===== src/rtl/sysreg_pkg.sv =====
package sysreg_pkg;
   localparam int DW = 32;
   localparam logic [15:0] LOCK_KEY = 16'hA05F;

   localparam int unsigned OFS_ID       = 32'h00;
   localparam int unsigned OFS_LED      = 32'h08;
   localparam int unsigned OFS_LOCK     = 32'h20;
   localparam int unsigned OFS_CFG0     = 32'h28;
   localparam int unsigned OFS_FLAG_SET = 32'h30;
   localparam int unsigned OFS_RSTCTL   = 32'h40;
   localparam int unsigned OFS_ONE      = 32'h44;
   localparam int unsigned OFS_TICK     = 32'h5C;
   localparam int unsigned OFS_PROC0    = 32'h84;
   localparam int unsigned OFS_PROC1    = 32'h88;

   localparam int CFG_N  = 2;
   localparam int FLAG_N = 2;

   // Position of the reset request bit for a board variant; -1 means the
   // reset control word is reserved on that variant.
   function automatic int req_bit_for(input logic [11:0] variant);
      case (variant)
         12'h100:          return 8;
         12'h178, 12'h182: return 2;
         default:          return -1;
      endcase
   endfunction
endpackage


===== src/rtl/sysreg_setclr.sv =====
module sysreg_setclr #(
   parameter int W           = 32,
   parameter bit KEEP_ON_RST = 1'b0
) (
   input  logic         clk,
   input  logic         rst_n,
   input  logic         set_en,
   input  logic         clr_en,
   input  logic [W-1:0] din,
   output logic [W-1:0] q
);
   logic [W-1:0] q_nxt;

   always_comb begin
      q_nxt = q;
      if (set_en)      q_nxt = q | din;
      else if (clr_en) q_nxt = q & ~din;
   end

   if (KEEP_ON_RST) begin : g_keep
      logic unused_rst;
      assign unused_rst = rst_n;
      always_ff @(posedge clk) q <= q_nxt;
   end else begin : g_clear
      always_ff @(posedge clk or negedge rst_n) begin
         if (!rst_n) q <= '0;
         else        q <= q_nxt;
      end
   end
endmodule


===== src/rtl/sysreg_lockrst.sv =====
module sysreg_lockrst
   import sysreg_pkg::*;
#(
   parameter int REQ_BIT = -1
) (
   input  logic          clk,
   input  logic          rst_n,
   input  logic          lock_we,
   input  logic          ctl_we,
   input  logic [DW-1:0] wdata,
   output logic [15:0]   lock_q,
   output logic [DW-1:0] level_q,
   output logic          req_o
);
   always_ff @(posedge clk or negedge rst_n) begin
      if (!rst_n)       lock_q <= '0;
      else if (lock_we) lock_q <= (wdata == DW'(LOCK_KEY)) ? LOCK_KEY
                                                           : {1'b0, wdata[14:0]};
   end

   if (REQ_BIT >= 0) begin : g_ctl
      logic open_q;
      assign open_q = (lock_q == LOCK_KEY);
      always_ff @(posedge clk or negedge rst_n) begin
         if (!rst_n) begin
            level_q <= '0;
            req_o   <= 1'b0;
         end else begin
            req_o <= ctl_we && open_q && wdata[REQ_BIT];
            if (ctl_we && open_q) level_q <= wdata;
         end
      end
   end else begin : g_reserved
      logic unused_ctl;
      assign unused_ctl = ctl_we;
      assign level_q    = '0;
      assign req_o      = 1'b0;
   end
endmodule


===== src/rtl/sysreg_tick.sv =====
module sysreg_tick #(
   parameter int CLK_HZ  = 50_000_000,
   parameter int TICK_HZ = 24_000_000,
   parameter int TICK_W  = 32
) (
   input  logic              clk,
   input  logic              rst_n,
   output logic [TICK_W-1:0] cnt_q
);
   if (TICK_HZ == CLK_HZ) begin : g_direct
      always_ff @(posedge clk or negedge rst_n) begin
         if (!rst_n) cnt_q <= '0;
         else        cnt_q <= cnt_q + TICK_W'(1);
      end
   end else begin : g_frac
      localparam int ACC_W = $clog2(CLK_HZ + TICK_HZ) + 1;
      logic [ACC_W-1:0] acc_q, acc_sum;
      logic             wrap;
      assign acc_sum = acc_q + ACC_W'(TICK_HZ);
      assign wrap    = (acc_sum >= ACC_W'(CLK_HZ));
      always_ff @(posedge clk or negedge rst_n) begin
         if (!rst_n) begin
            acc_q <= '0;
            cnt_q <= '0;
         end else begin
            acc_q <= wrap ? (acc_sum - ACC_W'(CLK_HZ)) : acc_sum;
            cnt_q <= cnt_q + TICK_W'(wrap);
         end
      end
   end
endmodule


===== src/rtl/sysreg_bank.sv =====
module sysreg_bank
   import sysreg_pkg::*;
#(
   parameter int          ADDR_W  = 12,
   parameter logic [31:0] SYS_ID  = 32'h0178_0000,
   parameter logic [31:0] PROC_ID = 32'h0C00_0000,
   parameter int          CLK_HZ  = 50_000_000,
   parameter int          TICK_HZ = 24_000_000,
   parameter int          TICK_W  = 32
) (
   input  logic              clk,
   input  logic              rst_n,
   input  logic [ADDR_W-1:0] bus_addr,
   input  logic              bus_wr,
   input  logic              bus_rd,
   input  logic [DW-1:0]     bus_wdata,
   output logic [DW-1:0]     bus_rdata,
   output logic              bus_err,
   output logic [DW-1:0]     led_o,
   output logic              rst_req_o
);
   localparam logic [11:0] VARIANT = SYS_ID[27:16];
   localparam int          REQ_BIT = req_bit_for(VARIANT);

   if (ADDR_W < 8 || ADDR_W > 32) begin : g_bad_addr
      $error("sysreg_bank: ADDR_W must lie in 8..32");
   end
   if (TICK_HZ <= 0 || TICK_HZ > CLK_HZ) begin : g_bad_tick
      $error("sysreg_bank: TICK_HZ must lie in 1..CLK_HZ");
   end
   if (TICK_W < 1 || TICK_W > DW) begin : g_bad_tickw
      $error("sysreg_bank: TICK_W must lie in 1..32");
   end

   logic [31:0]       a32;
   logic [31:0]       widx;
   logic              mapped;
   logic [DW-1:0]     led_q;
   logic [DW-1:0]     cfg_q  [CFG_N];
   logic [DW-1:0]     flag_q [FLAG_N];
   logic [15:0]       lock_q;
   logic [DW-1:0]     level_q;
   logic [TICK_W-1:0] tick_q;
   logic [DW-1:0]     rd_mux;

   assign a32    = 32'(bus_addr);
   assign widx   = a32 >> 2;
   assign mapped = (a32[1:0] == 2'b00) &&
                   ((widx <= 32'h1D) ||
                    (widx >= 32'h20 && widx <= 32'h27) ||
                    (widx >= 32'h30 && widx <= 32'h34));

   always_ff @(posedge clk or negedge rst_n) begin
      if (!rst_n)                          led_q <= '0;
      else if (bus_wr && a32 == OFS_LED)   led_q <= bus_wdata;
   end
   assign led_o = led_q;

   for (genvar i = 0; i < CFG_N; i++) begin : g_cfg
      always_ff @(posedge clk or negedge rst_n) begin
         if (!rst_n)                                      cfg_q[i] <= '0;
         else if (bus_wr && a32 == 32'(OFS_CFG0 + 4*i))   cfg_q[i] <= bus_wdata;
      end
   end

   // Index 0: volatile flags; index 1: flags kept across reset.
   for (genvar i = 0; i < FLAG_N; i++) begin : g_flag
      sysreg_setclr #(.W(DW), .KEEP_ON_RST(i == 1)) u_flag (
         .clk    (clk),
         .rst_n  (rst_n),
         .set_en (bus_wr && a32 == 32'(OFS_FLAG_SET + 8*i)),
         .clr_en (bus_wr && a32 == 32'(OFS_FLAG_SET + 8*i + 4)),
         .din    (bus_wdata),
         .q      (flag_q[i])
      );
   end

   sysreg_lockrst #(.REQ_BIT(REQ_BIT)) u_lock (
      .clk     (clk),
      .rst_n   (rst_n),
      .lock_we (bus_wr && a32 == OFS_LOCK),
      .ctl_we  (bus_wr && a32 == OFS_RSTCTL),
      .wdata   (bus_wdata),
      .lock_q  (lock_q),
      .level_q (level_q),
      .req_o   (rst_req_o)
   );

   sysreg_tick #(.CLK_HZ(CLK_HZ), .TICK_HZ(TICK_HZ), .TICK_W(TICK_W)) u_tick (
      .clk   (clk),
      .rst_n (rst_n),
      .cnt_q (tick_q)
   );

   always_comb begin
      case (a32)
         OFS_ID:           rd_mux = SYS_ID;
         OFS_LED:          rd_mux = led_q;
         OFS_LOCK:         rd_mux = {16'h0000, lock_q};
         OFS_CFG0:         rd_mux = cfg_q[0];
         OFS_CFG0 + 4:     rd_mux = cfg_q[1];
         OFS_FLAG_SET:     rd_mux = flag_q[0];
         OFS_FLAG_SET + 8: rd_mux = flag_q[1];
         OFS_RSTCTL:       rd_mux = level_q;
         OFS_ONE:          rd_mux = 32'd1;
         OFS_TICK:         rd_mux = DW'(tick_q);
         OFS_PROC0:        rd_mux = PROC_ID;
         OFS_PROC1:        rd_mux = 32'hFF00_0000;
         default:          rd_mux = '0;
      endcase
   end

   always_ff @(posedge clk or negedge rst_n) begin
      if (!rst_n) begin
         bus_rdata <= '0;
         bus_err   <= 1'b0;
      end else begin
         bus_rdata <= bus_rd ? rd_mux : '0;
         bus_err   <= (bus_rd || bus_wr) && !mapped;
      end
   end
endmodule


===== config.mk =====
export PLATFORM = sky130hd
export DESIGN_NAME = sysreg_bank
export DESIGN_NICKNAME = d
export VERILOG_FILES = /design/src/rtl/sysreg_pkg.sv /design/src/rtl/sysreg_setclr.sv /design/src/rtl/sysreg_lockrst.sv /design/src/rtl/sysreg_tick.sv /design/src/rtl/sysreg_bank.sv
export SDC_FILE = /design/constraint.sdc
export NUM_CORES = 1
export LEC_CHECK = 0
export CORE_MARGIN = 3
export CORE_UTILIZATION = 50
export CTS_CLUSTER_DIAMETER = 40
export DETAILED_ROUTE_END_ITERATION = 16
export GPL_ROUTABILITY_DRIVEN = 0
export PLACE_DENSITY_LB_ADDON = 0.08
export SLEW_MARGIN = 10
export SYNTH_ARGS = -nofsm -noshare
export SYNTH_HDL_FRONTEND = slang
export SYNTH_SLANG_ARGS = --single-unit

===== constraint.sdc =====
create_clock -name clk -period 5.3 [get_ports clk]
set_input_delay 0.53 -clock clk [delete_from_list [all_inputs] [get_ports clk]]
set_output_delay 0.53 -clock clk [all_outputs]
set_load 0.03 [all_outputs]

# [After elaboration in Yosys (flattened, before gate mapping)]
# Index checks and enable logic that the tools add are counted.
[totals] ramBits=0 input_bits=48 mem_bits_ro=0 regBits=302 latchBits=0 mem_count=0
[op_classes] n_eq_ne=15 add_sub_neg=3 bitwise_logic=5 div_mod_pow=0 n_reduce_logical=23 magnitude_cmp=6 n_shift=0 multipliers=0 mux=8
[ops] op="case mux 32 bit (12 select lines)" count=1
[ops] op="two-way mux 32 bit" count=5
[ops] op="== test 12 x 6 -> 1 bit (second input constant)" count=7
[ops] op="AND 32 bit" count=2
[ops] op="bitwise OR 32 bit" count=2
[ops] op="== test 12 x 7 -> 1 bit (second input constant)" count=3
[ops] op="adder 32 x 1 -> 32 bit" count=1
[ops] op="== test 32 x 16 -> 1 bit (second input constant)" count=1
[ops] op="zero test 32 bit" count=1
[ops] op="NOT 32 bit" count=1
[ops] op="adder 28 x 25 -> 28 bit (second input constant)" count=1
[ops] op=">= comparator 28 x 26 -> 1 bit (second input constant)" count=1
[ops] op="two-way mux 28 bit" count=1
[ops] op="subtractor 28 x 26 -> 28 bit (second input constant)" count=1
[ops] op="== test 12 x 8 -> 1 bit (second input constant)" count=2
[ops] op=">= comparator 10 x 6 -> 1 bit (second input constant)" count=2
[ops] op="<= comparator 10 x 6 -> 1 bit (second input constant)" count=2
[ops] op="== test 16 bit (second input constant)" count=1
[ops] op="two-way mux 16 bit" count=1
[ops] op="logical AND 1 bit" count=15
[ops] op="== test 12 x 4 -> 1 bit (second input constant)" count=1
[ops] op="<= comparator 10 x 5 -> 1 bit (second input constant)" count=1
[ops] op="nonzero test 2 bit" count=2
[ops] op="logical OR 1 bit" count=3
[ops] op="other kinds (2)" count=2

# [Longest topological paths before layout]
# Gate-level depths: netlist (run 1).
[depth] ltp_word=7 depth_mapped=18 mapped_depth_nobuf=17

# [Cells and area by module]
# From an unflattened synthesis (run 1), not the netlist that was laid out.
[hier_totals] cells_unflattened=1132 area_unflattened_um2=13982.2
[by_module_without_submodules] mod="sysreg_bank" n_inst=1 area_per_inst_um2=6417.4 cells_each=537
[by_module_without_submodules] mod="sysreg_tick" n_inst=1 area_per_inst_um2=3089.2 cells_each=300
[by_module_without_submodules] mod="sysreg_lockrst" n_inst=1 area_per_inst_um2=1956.9 cells_each=123
[by_module_without_submodules] mod="sysreg_setclr at g_flag[1].u_flag" n_inst=1 area_per_inst_um2=1268.7 cells_each=70
[by_module_without_submodules] mod="sysreg_setclr at g_flag[0].u_flag" n_inst=1 area_per_inst_um2=1249.9 cells_each=102

# [Worst setup path after synthesis (run 1)]
# Ideal clock, no wire load.
[synth_path] path_kind="flip-flop to flip-flop" from="register u_tick.g_frac.acc_q[9]" to="register u_tick.cnt_q[26]" period_less_slack_ns=3.896 stages_incl_launch_ff=19 setup_ns=0.123 t_required_ns=5.177 n_path_buf=1 arrival_time_ns=3.773 slack_ns=1.404 path_cell_list="dfrtp_1 inv_1 ha_1 nand2b_2 a21oi_4 o2111ai_1 a32oi_2 nand4_1 o2111ai_2 buf_4 ha_1 ha_1 and3_1 nor2b_1 and3_1 nand3_1 nor2_1 nand2_1 xnor2_1"
[synth_between] elab_chain_cells=3
[synth_rtl] element="start: declaration" line_no="sysreg_tick.sv:17" source="logic [ACC_W-1:0] acc_q, acc_sum;"
[synth_rtl] element="start signal: assignment" line_no="sysreg_tick.sv:26" source="acc_q <= wrap ? (acc_sum - ACC_W'(CLK_HZ)) : acc_sum;"
[synth_rtl] element="adder 28 x 25 -> 28 bit" line_no="sysreg_tick.sv:19" source="assign acc_sum = acc_q + ACC_W'(TICK_HZ);"
[synth_rtl] element=">= comparator 28 x 26 -> 1 bit" line_no="sysreg_tick.sv:20" source="assign wrap = (acc_sum >= ACC_W'(CLK_HZ));"
[synth_rtl] element="adder 32 x 1 -> 32 bit" line_no="sysreg_tick.sv:27" source="cnt_q <= cnt_q + TICK_W'(wrap);"
[synth_rtl] element="end signal: assignment" line_no="sysreg_tick.sv:27"
[synth_rtl] element="end: declaration" line_no="sysreg_tick.sv:8" source="output logic [TICK_W-1:0] cnt_q"
# No other way between the ends.
# A chain may end at the register's enable or synchronous reset.

# [Worst setup path after layout (run 1)]
[layout_path] from="register u_tick.g_frac.acc_q[9]" to="register u_tick.cnt_q[28]"
# The elaborated chain is that of the path after synthesis.

==> results_dict.tcl, run 1 <==
set metrics [dict create \
    synth_edf_count 32 \
    synth_top_area_share_pct 48.7 \
    ant_nets 0 \
    min_period_over_period_pct 83.6 \
    syn_inst 1102 \
    post_cts_buffers 0 \
    finClkSkew_ns 0.0272 \
    grt_max_degree 122 \
    layout_common_cells "dfrtp_1, mux2_2, clkdlybuf4s50_1, nand2_1, a22o_1" \
    ys.flop_type "dfrtp_1" \
    syn_nets 1156 \
    clkTransAtPathRegs_ns 0.06 \
    cts-resized-gates 0 \
    synth.distinct_cells 78 \
    grt_pass1_wl_mm 56.8 \
    final_core_util_pct 62.1 \
    diodes 0 \
    htreeDepth 2 \
    drive_gt1_share_pct 20.2 \
    powerDensity_mw_per_mm2 309 \
    insertion_delay_ns 0.53 \
    power_frac_comb_pct 2.7 \
    status "finished, final reports clean" \
    worstPathCellList "inv_1, ha_1, nand2b_2, a21oi_4, o2111ai_1, a32oi_2, nand4_1, o2111ai_2, ha_1, ha_1, and3_1, nor2b_1, and3_1, nand3_1, nor2_1, nand2_1, xnor2_1" \
    wl_per_cell_um 22.4 \
    worstPathMaxFanout 9 \
    ios 114 \
    ctsHoldBuffers 0 \
    seq_area_frac_synth_pct 55.8 \
    hold_ws_ns 0.129 \
    total_leakage_power_nw 7.00 \
    power_mw 5.04 \
    nets 1267 \
    cts.sinks 295 \
    core_mm2 0.0263 \
    cp_slowest_stage_delay_ns 0.46 \
    final-hold-violation-count 0 \
    power_switching_mw 1.10 \
    ir_drop_mv 0.218 \
    clockBufferDepth 3 \
    drc 0 \
    track_usage_pct 24.8 \
    setup_viol_count_final 0 \
    start_kind "flop" \
    p_seq_share_pct 45.5 \
    yosys.area.top_type "dfrtp_1" \
    hp-class "input port to async pin" \
    slowest_stage "dfrtp_1" \
    crit_path_end_kind "flop" \
    yosys-top-cells-area "dfrtp_1, mux2_2, edfxtp_1, a22o_1, a22oi_1" \
    placed_cell_area_mm2 0.0150 \
    ys_ff_latch 295 \
    vias 9675 \
    cp.arrival_ns 4.84 \
    path_delay_family "simple AND/OR/NAND/NOR gates" \
    dp_hpwl_mm 21.5 \
    cts_tree "built" \
    worstPathRequired_ns 5.71 \
    fin_tns_setup_ns 0 \
    final_common_cell "dfrtp_1" \
    fin_area_mm2 0.0163 \
    maxCapViolations 0 \
    drt_pass1_iterations 5 \
    post-route-min-period_ns 4.43 \
    crit_buf_inv 1 \
    die_w_um 170 \
    viasPerCell 6.13 \
    dieArea_mm2 0.0290 \
    cts_buffers 41 \
    die_y_um 170 \
    start_util_pct 51.4 \
    fmax_mhz 226 \
    grt_setup_unrepaired "no" \
    grt_overflow 0 \
    syn2layout_area_growth_pct 20.7 \
    critPathMostFrequentCell "ha_1" \
    rows 59 \
    ys.warnings.count 0 \
    drv_slew 0 \
    crit_type "flop to flop" \
    relSlewSlack_pct 30.5 \
    drt_iter0_markers 953 \
    antenna_found_initial 1 \
    tightest_slew_ns 1.04 \
    r2r-start "u_tick.g_frac.acc_q[9]" \
    internal_power_mw 3.94 \
    syn_area_mm2 0.0135 \
    clkPwrFrac_pct 51.8 \
    crit_path_start "u_tick.g_frac.acc_q[9]" \
    cts_root_buf "clkbuf_16" \
    synth_area_per_cell_um2 12.3 \
    ys_async_sr_fraction_pct 89.2 \
    p_sw_share_pct 21.8 \
    grt_pass1_vias 9847 \
    port_buffers 113 \
    routed_wl_mm 35.4 \
]
worst reg2reg max path, cell delays in order, from the launching register on:
cell and delay (ns):
dfrtp_1 0.46, inv_1 0.14, ha_1 0.29, nand2b_2 0.24
a21oi_4 0.30, o2111ai_1 0.20, a32oi_2 0.28, nand4_1 0.17
o2111ai_2 0.31, ha_1 0.25, ha_1 0.21, and3_1 0.23
nor2b_1 0.33, and3_1 0.31, nand3_1 0.18, nor2_1 0.20
nand2_1 0.09, xnor2_1 0.13
per-stage QoR:
step	setup WS (ns)	instances
after floorplan	1.40	1102
after global placement	1.07	1505
after detailed placement	0.926	1505
after CTS	0.905	1578
after global routing	0.536	1578
final	0.871	1578
cell usage after synthesis, types with 3 or more instances:
library cell / n
mux2_2: 127
xnor2_1: 40
nand2b_1: 5
or3_1: 5
buf_2: 23
nand3_1: 26
o211ai_2: 3
and3_1: 19
nand4_1: 14
nor2_1: 35
a221oi_1: 27
a31oi_1: 34
mux2i_1: 3
ha_1: 6
dfrtp_1: 263
nor2b_1: 6
buf_1: 6
a22o_1: 68
or2_1: 3
nor4_1: 9
xor2_1: 20
nor2_2: 4
a22oi_1: 52
o211ai_1: 3
a21oi_1: 21
nor4b_1: 4
o31ai_1: 4
edfxtp_1: 32
and2_1: 37
nor3_1: 8
a222oi_1: 4
o22a_1: 9
inv_1: 9
o22ai_1: 3
o21a_1: 5
nand2_1: 73
clkbuf_1: 33
buf_6: 3
o21ai_0: 8
power by group through the flow:
stage	clock (mW)	sequential, mW	combinational [mW]
after floorplan	0	2.34	0.0226
after global placement	0	2.33	0.140
after detailed placement	0	2.33	0.141
after CTS	2.65	2.29	0.142
after global routing	2.75	2.29	0.153
final	2.61	2.29	0.139
cells by family after synthesis:
| logic type | Yosys count | share of synthesized area (%) |
|---|---|---|
| simple gates | 268 | 10.7 |
| xor+xnor | 61 | 4.01 |
| buf+inv | 76 | 2.55 |
| mux | 130 | 10.8 |
| fa+ha+maj | 6 | 0.555 |
| flops | 295 | 55.8 |
| compound gates | 266 | 15.5 |
final timing paths:
| check | to | slack, ns | cells after the start |
|---|---|---|---|
| min in group clk | u_lock.level_q[2] | 0.48 | 1 |
| worst min register to register | u_lock.level_q[2] | 0.48 | 1 |
| max in group asynchronous | async pin | 3.99 | 2 |
| worst min-delay path | cfg_q[41] | 0.13 | 1 |
| worst max-delay path | u_tick.cnt_q[28] | 0.87 | 17 |
| worst max register to register | u_tick.cnt_q[28] | 0.87 | 17 |
routing by layer:
metal	vias to the layer above	wire (um)	GRT usage, %	part of all wire (%)
li1	4377	-	-	-
met5	-	13	0	0.037
met4	2	884	7.58	2.5
met1	4970	15800	35.2	45
met3	66	1650	3.41	4.6
met2	260	17000	40.1	48
area by class of cell:
class / count / area [um2]
clock buffer: 56 / 1180
tap: 335 / 419
timing repair buffer: 135 / 1310
clock inverter: 17 / 143
multi-input combinational: 731 / 5680
fill: 2094 / 9970
sequential: 295 / 7540
inverter: 9 / 33.8
(Power assumes the default switching activity.)
==> run 2: changes to the inputs <==
- clock period: 5.3 -> 4.55 ns (I/O delays scaled with it)
==> run 2 against run 1 <==
Compared with the run above: sequential cell count unchanged; die area unchanged; critical path depth unchanged; critical endpoint is now u_tick.cnt_q[26]; utilization increased by 0.40 points; highest routed layer is now met4; via count increased by 0.56%; largest power group unchanged.
==> results_dict.tcl, run 2 (synthesized netlist as in run 1, its figures left out) <==
set metrics [dict create \
    drc 0 \
    worstPathCellList "inv_1, ha_2, nand2b_2, a21oi_4, o2111ai_1, a32oi_2, nand4_1, o2111ai_4, ha_2, ha_1, and3_1, nor2b_2, and3_1, nand3_1, nor2_2, nand2_1, xnor2_1" \
    setup_viol_count_final 0 \
    die_y_um 170 \
    worstPathRequired_ns 4.96 \
    grt_max_degree 98 \
    diodes 0 \
    slowest_stage "dfrtp_1" \
    crit_path_end_kind "flop" \
    clkTransAtPathRegs_ns 0.06 \
    powerDensity_mw_per_mm2 361 \
    power_frac_comb_pct 2.7 \
    cts.sinks 295 \
    final_core_util_pct 62.5 \
    track_usage_pct 25.0 \
    fmax_mhz 240 \
    worstPathMaxFanout 8 \
    use_met3_pct 3.74 \
    dpl_worst_slack_ns 0.122 \
    die_w_um 170 \
    final_common_cell "dfrtp_1" \
    insertion_delay_ns 0.53 \
    tightest_slew_ns 0.775 \
    antenna_found_initial 0 \
    drt_iter0_markers 715 \
    cts_root_buf "clkbuf_16" \
    cp.arrival_ns 4.57 \
    cp_slowest_stage_delay_ns 0.48 \
    drv_slew 0 \
    routed_wl_mm 35.3 \
    cts_tree "built" \
    relSlewSlack_pct 48.4 \
    layout_common_cells "dfrtp_1, mux2_2, clkdlybuf4s50_1, nand2_1, a22o_1" \
    drive_gt1_share_pct 21.2 \
    p_seq_share_pct 45.0 \
    maxCapViolations 0 \
    grt_pass1_vias 10100 \
    total_leakage_power_nw 7.04 \
    viasPerCell 6.12 \
    grt_setup_unrepaired "no" \
    fin_cells 1589 \
    port_buffers 113 \
    grt-busiest-layer "met2" \
    crit_type "flop to flop" \
    fin_tns_setup_ns 0 \
    final-hold-violation-count 0 \
    clkPwrFrac_pct 52.2 \
    dieArea_mm2 0.0290 \
    wl_per_cell_um 22.2 \
    crit_buf_inv 1 \
    gr-usage-met1_pct 35.3 \
    drt_pass1_iterations 5 \
    syn2layout_area_growth_pct 21.5 \
    use_met2_pct 41.1 \
    core_mm2 0.0263 \
    path_delay_family "simple AND/OR/NAND/NOR gates" \
    grt_pass1_wl_mm 57.3 \
    finClkSkew_ns 0.0168 \
    hp-class "flop to flop" \
    ant_nets 0 \
    nFillCells 2120 \
    start_kind "flop" \
    ios 114 \
    setup_ws_ns 0.389 \
    dpl.cell_count 1509 \
    start_util_pct 51.4 \
    nets 1275 \
    grt_overflow 0 \
    post-route-min-period_ns 4.16 \
    vias 9729 \
    p_sw_share_pct 22.7 \
    status "finished, final reports clean" \
    ir_drop_mv 0.270 \
    cts_buffers 41 \
    rows 59 \
    clockBufferDepth 3 \
    htreeDepth 2 \
    min_period_over_period_pct 91.5 \
    dp_hpwl_mm 22.2 \
    internal_power_mw 4.59 \
    power_switching_mw 1.34 \
]
[run 2: changes by cell type in the layout (fill, tap and decap cells not counted), sizes merged]
cell	delta
clkinv	-1
bufinv	+1
buf	+7
inv	+8
dlygate4sd3	+1
clkbuf	-6
clkinvlp	+1
[run 2: repair_timing]
action                                  in CTS  in global routing
resized for setup                            0                  6
hold buffers                                 1                  0
endpoints found under the setup margin       0                  9
endpoints found under the hold margin       15                  0
setup buffers                                0                  3
[run 2: metrics by stage]
| step | power (mW) | instance area, um2 | hold slack [ns] |
|---|---|---|---|
| 3_5_place_dp | 2.88 | 15000 | 0.468 |
| 2_1_floorplan | 2.75 | 13500 | 0.159 |
| 5_1_grt | 6.11 | 16400 | 0.500 |
| 3_3_place_gp | 2.88 | 15000 | 0.466 |
| 6_report | 5.93 | 16400 | 0.482 |
| 4_1_cts | 5.99 | 16400 | 0.483 |
[run 2: final cells by class]
type,count,area (um2),area share (%)
Clock buffer,50,1090,6.65
Sequential cell,295,7540,46.0
Tap cell,335,419,2.55
Clock inverter,26,254,1.55
Inverter,9,33.8,0.206
Multi-Input combinational cell,731,5700,34.7
Timing Repair Buffer,143,1380,8.39
[run 2: worst paths after layout]
check / start / endpoint / cells past startpoint / slack (ns)
worst max register to register: u_tick.g_frac.acc_q[9] / u_tick.cnt_q[26] / 17 / 0.39
worst max-delay path: u_tick.g_frac.acc_q[9] / u_tick.cnt_q[26] / 17 / 0.39
worst min-delay path: u_lock.level_q[2] / u_lock.level_q[2] / 1 / 0.48
worst min register to register: u_lock.level_q[2] / u_lock.level_q[2] / 1 / 0.48
max in group asynchronous: rst_n / u_tick.g_frac.acc_q[12] / 3 / 2.97
min in group asynchronous: rst_n / bus_rdata[9] / 2 / 0.54
[run 2: power groups by stage]
stage                     Sequential (mW)  Combinational, mW  Clock (mW)
after global routing                 2.67              0.180        3.26
after floorplan                      2.72             0.0263           0
after global placement               2.72              0.164           0
after CTS                            2.67              0.166        3.16
after detailed placement             2.72              0.165           0
final                                2.67              0.162        3.10
[run 2: layer usage]
layer	part of all wire (%)	routed length [um]	vias up
met5	0	0	-
li1	-	-	4392
met4	2.0	711	0
met3	5.3	1860	54
met1	45	15700	4965
met2	48	17000	318
==> run 3: changes to the inputs <==
- SYNTH_HIERARCHICAL: unset -> 1
==> run 3 against run 2 <==
Compared with the run above: first-iteration DRC count grew 44%; setup slack lost 0.035 ns; the flow now finishes with violations (negative hold slack); non-clock buffer count grew 15; die area grew 3.3%; clock skew grew 0.0039 ns; largest cell class unchanged; global-route usage grew 1.9 points; critical path depth is the same; synthesized cell count grew 2.7%; register-to-register slack lost 0.03 ns.
==> results_dict.tcl, run 3 <==
set metrics [dict create \
    min_period_over_period_pct 92.2 \
    die_w_um 173 \
    synth.distinct_cells 87 \
    ys.warnings.count 6 \
    setup_ws_ns 0.354 \
    core_mm2 0.0273 \
    ios 114 \
    total_leakage_power_nw 7.37 \
    slowest_stage "dfrtp_1" \
    powerDensity_mw_per_mm2 370 \
    cp_slowest_stage_delay_ns 0.44 \
    start_util_pct 51.3 \
    synthMuxAreaShare_pct 13.2 \
    worstPathRequired_ns 4.96 \
    synth_top_area_share_pct 47.1 \
    ys.flop_type "dfrtp_1" \
    status "complete, but fails checks" \
    yosys.area_share.adder_pct 0.626 \
    viasPerCell 6.17 \
    drc 0 \
    nets 1326 \
    htreeDepth 2 \
    cts_tree "built" \
    fin_tns_setup_ns 0 \
    ys_ff_latch 295 \
    dieArea_mm2 0.0300 \
    crit_type "flop to flop" \
    drive_gt1_share_pct 21.7 \
    cts_buffers 45 \
    syn2layout_area_growth_pct 22.8 \
    insertion_delay_ns 0.54 \
    die_y_um 173 \
    syn_area_mm2 0.0140 \
    synth_simple_gate_area_share_pct 9.84 \
    routed_wl_mm 40.4 \
    relSlewSlack_pct 22.5 \
    grt_setup_unrepaired "no" \
    cp.arrival_ns 4.61 \
    layout_common_cells "dfrtp_1, mux2_2, clkdlybuf4s50_1, nand2_1, clkbuf_16" \
    fmax_mhz 238 \
    seq_area_frac_synth_pct 53.9 \
    wl_per_cell_um 24.1 \
    violations "negative hold slack" \
    dpl_worst_slack_ns 0.295 \
    ant_nets 0 \
    ir_drop_mv 0.241 \
    clkTransAtPathRegs_ns 0.06 \
    synth_top_family_by_area "compound AO/OA/AOI/OAI gates" \
    nFillCells 2140 \
    synth_edf_count 32 \
    grt_pass1_wl_mm 63.0 \
    grt_overflow 0 \
    worstPathMaxFanout 12 \
    syn_inst 1132 \
    drt_iter0_markers 1027 \
    final-hold-violation-count 23 \
    finClkSkew_ns 0.0207 \
    tightest_slew_ns 1.15 \
    yosys.area.top_type "dfrtp_1" \
    port_buffers 113 \
    hold_ws_ns -0.0650 \
    maxCapViolations 0 \
    start_kind "flop" \
    cts_root_buf "clkbuf_16" \
    final_common_cell "dfrtp_1" \
    dp_hpwl_mm 26.5 \
    ctsHoldBuffers 0 \
    cts.sinks 295 \
    synth.most_common_cell "dfrtp_1" \
    syn_nets 1187 \
    antenna_found_initial 0 \
    post-route-min-period_ns 4.20 \
    yosys-top-cells-count "dfrtp_1, mux2_2, nand2_1" \
    crit_path_end_kind "flop" \
    track_usage_pct 26.9 \
    drt_pass1_iterations 6 \
    clockBufferDepth 3 \
    yosys-top-cells-area "dfrtp_1, mux2_2, edfxtp_1, mux2_1, a22o_1" \
    rows 60 \
    synth-compound-area-share_pct 15.0 \
    critPathMostFrequentCell "ha_1" \
    worstPathCellList "inv_1, ha_1, nand2b_1, a21o_1, nor3_1, o32ai_4, nor3b_4, a31oi_4, inv_2, ha_1, ha_1, nand3_1, nor3_1, nand3_1, nor2_1, nand2_1, xnor2_1" \
    synth-xor-area-share_pct 4.11 \
    diodes 0 \
    ys_async_sr_fraction_pct 89.2 \
    drv_slew 0 \
    grt_pass1_vias 10500 \
    grt_max_degree 123 \
    vias 10400 \
    setup_viol_count_final 0 \
    hp-class "input port to async pin" \
    synth_area_per_cell_um2 12.4 \
]
==> run 3: path summary, 6_finish.rpt <==
kind,end,cells after the start,startpoint,slack (ns)
worst max register to register,u_tick/cnt_q[26],17,u_tick/g_frac.acc_q[9],0.35
worst min register to register,u_lock/level_q[5],1,u_lock/level_q[5],0.49
max in group asynchronous,async pin,2,rst_n,3.33
worst min-delay path,led_o[23],1,rst_n,-0.07
min in group clk,u_lock/level_q[5],1,u_lock/level_q[5],0.49
worst max-delay path,u_tick/cnt_q[26],17,u_tick/g_frac.acc_q[9],0.35
==> run 3: kinds of logic after synthesis <==
| kind of cell | after synthesis |
|---|---|
| AOI/OAI and AO/OA | 274 |
| and+or+nand+nor | 253 |
| DFF | 295 |
| xor gates and xnor gates | 60 |
| muxes | 166 |
| adders and majority gates | 7 |
| buffers and inverters | 77 |
==> run 3: metrics by stage <==
step | total power, mW | cell area [um2] | utilization, % | hold slack [ns] | instances
floorplan | 2.77 | 14000 | - | 0.159 | 1132
finish | 6.35 | 17200 | 63.0 | -0.0650 | 1679
CTS | 6.39 | 17200 | 63.0 | 0.0547 | 1679
global route | 6.54 | 17200 | 63.0 | 0.0775 | 1679
global placement | 2.93 | 15600 | 57.4 | 0.468 | 1596
detailed placement | 2.94 | 15600 | 57.4 | 0.476 | 1596
==> run 3: per-layer routing <==
layer	global-route usage (%)	vias to the layer above	share of wire, %
met1	37.3	5316	43
met5	0	-	0
met4	6.99	0	2.0
met2	44.1	409	48
li1	-	4570	-
met3	4.84	59	6.8
==> run 3: layout make-up <==
cell class	count	area [um2]	share of cell area, %
Multi-Input combinational cell	760	6040	35.2
Inverter	11	41.3	0.240
Clock buffer	56	1220	7.10
Clock inverter	27	315	1.84
Timing Repair Buffer	158	1550	9.02
Sequential cell	295	7540	43.9
Tap cell	372	465	2.71
==> run 3: timing repair <==
item	in CTS	in global routing
resized for setup	0	1
endpoints found under the setup margin	0	8
hold endpoints to repair	0	0
buffers inserted	0	0
==> run 3: power breakdown <==
group | leakage (nW) | switching, mW | total, mW | internal [mW]
registers | 3.83 | 0.00377 | 2.67 | 2.67
clock network | 0.742 | 1.29 | 3.46 | 2.16
logic | 2.81 | 0.145 | 0.218 | 0.0732
total | 7.37 | 1.44 | 6.35 | 4.90
==> run 3: worst max-delay path, delay by kind of cell, from the launching register on <==
| family | cells | cell delay, ns |
|---|---|---|
| simple gates | 8 | 1.77 |
| compound gates | 3 | 0.67 |
| xor+xnor | 1 | 0.14 |
| flops | 1 | 0.44 |
| fa+ha+maj | 3 | 0.71 |
| buf+inv | 2 | 0.35 |
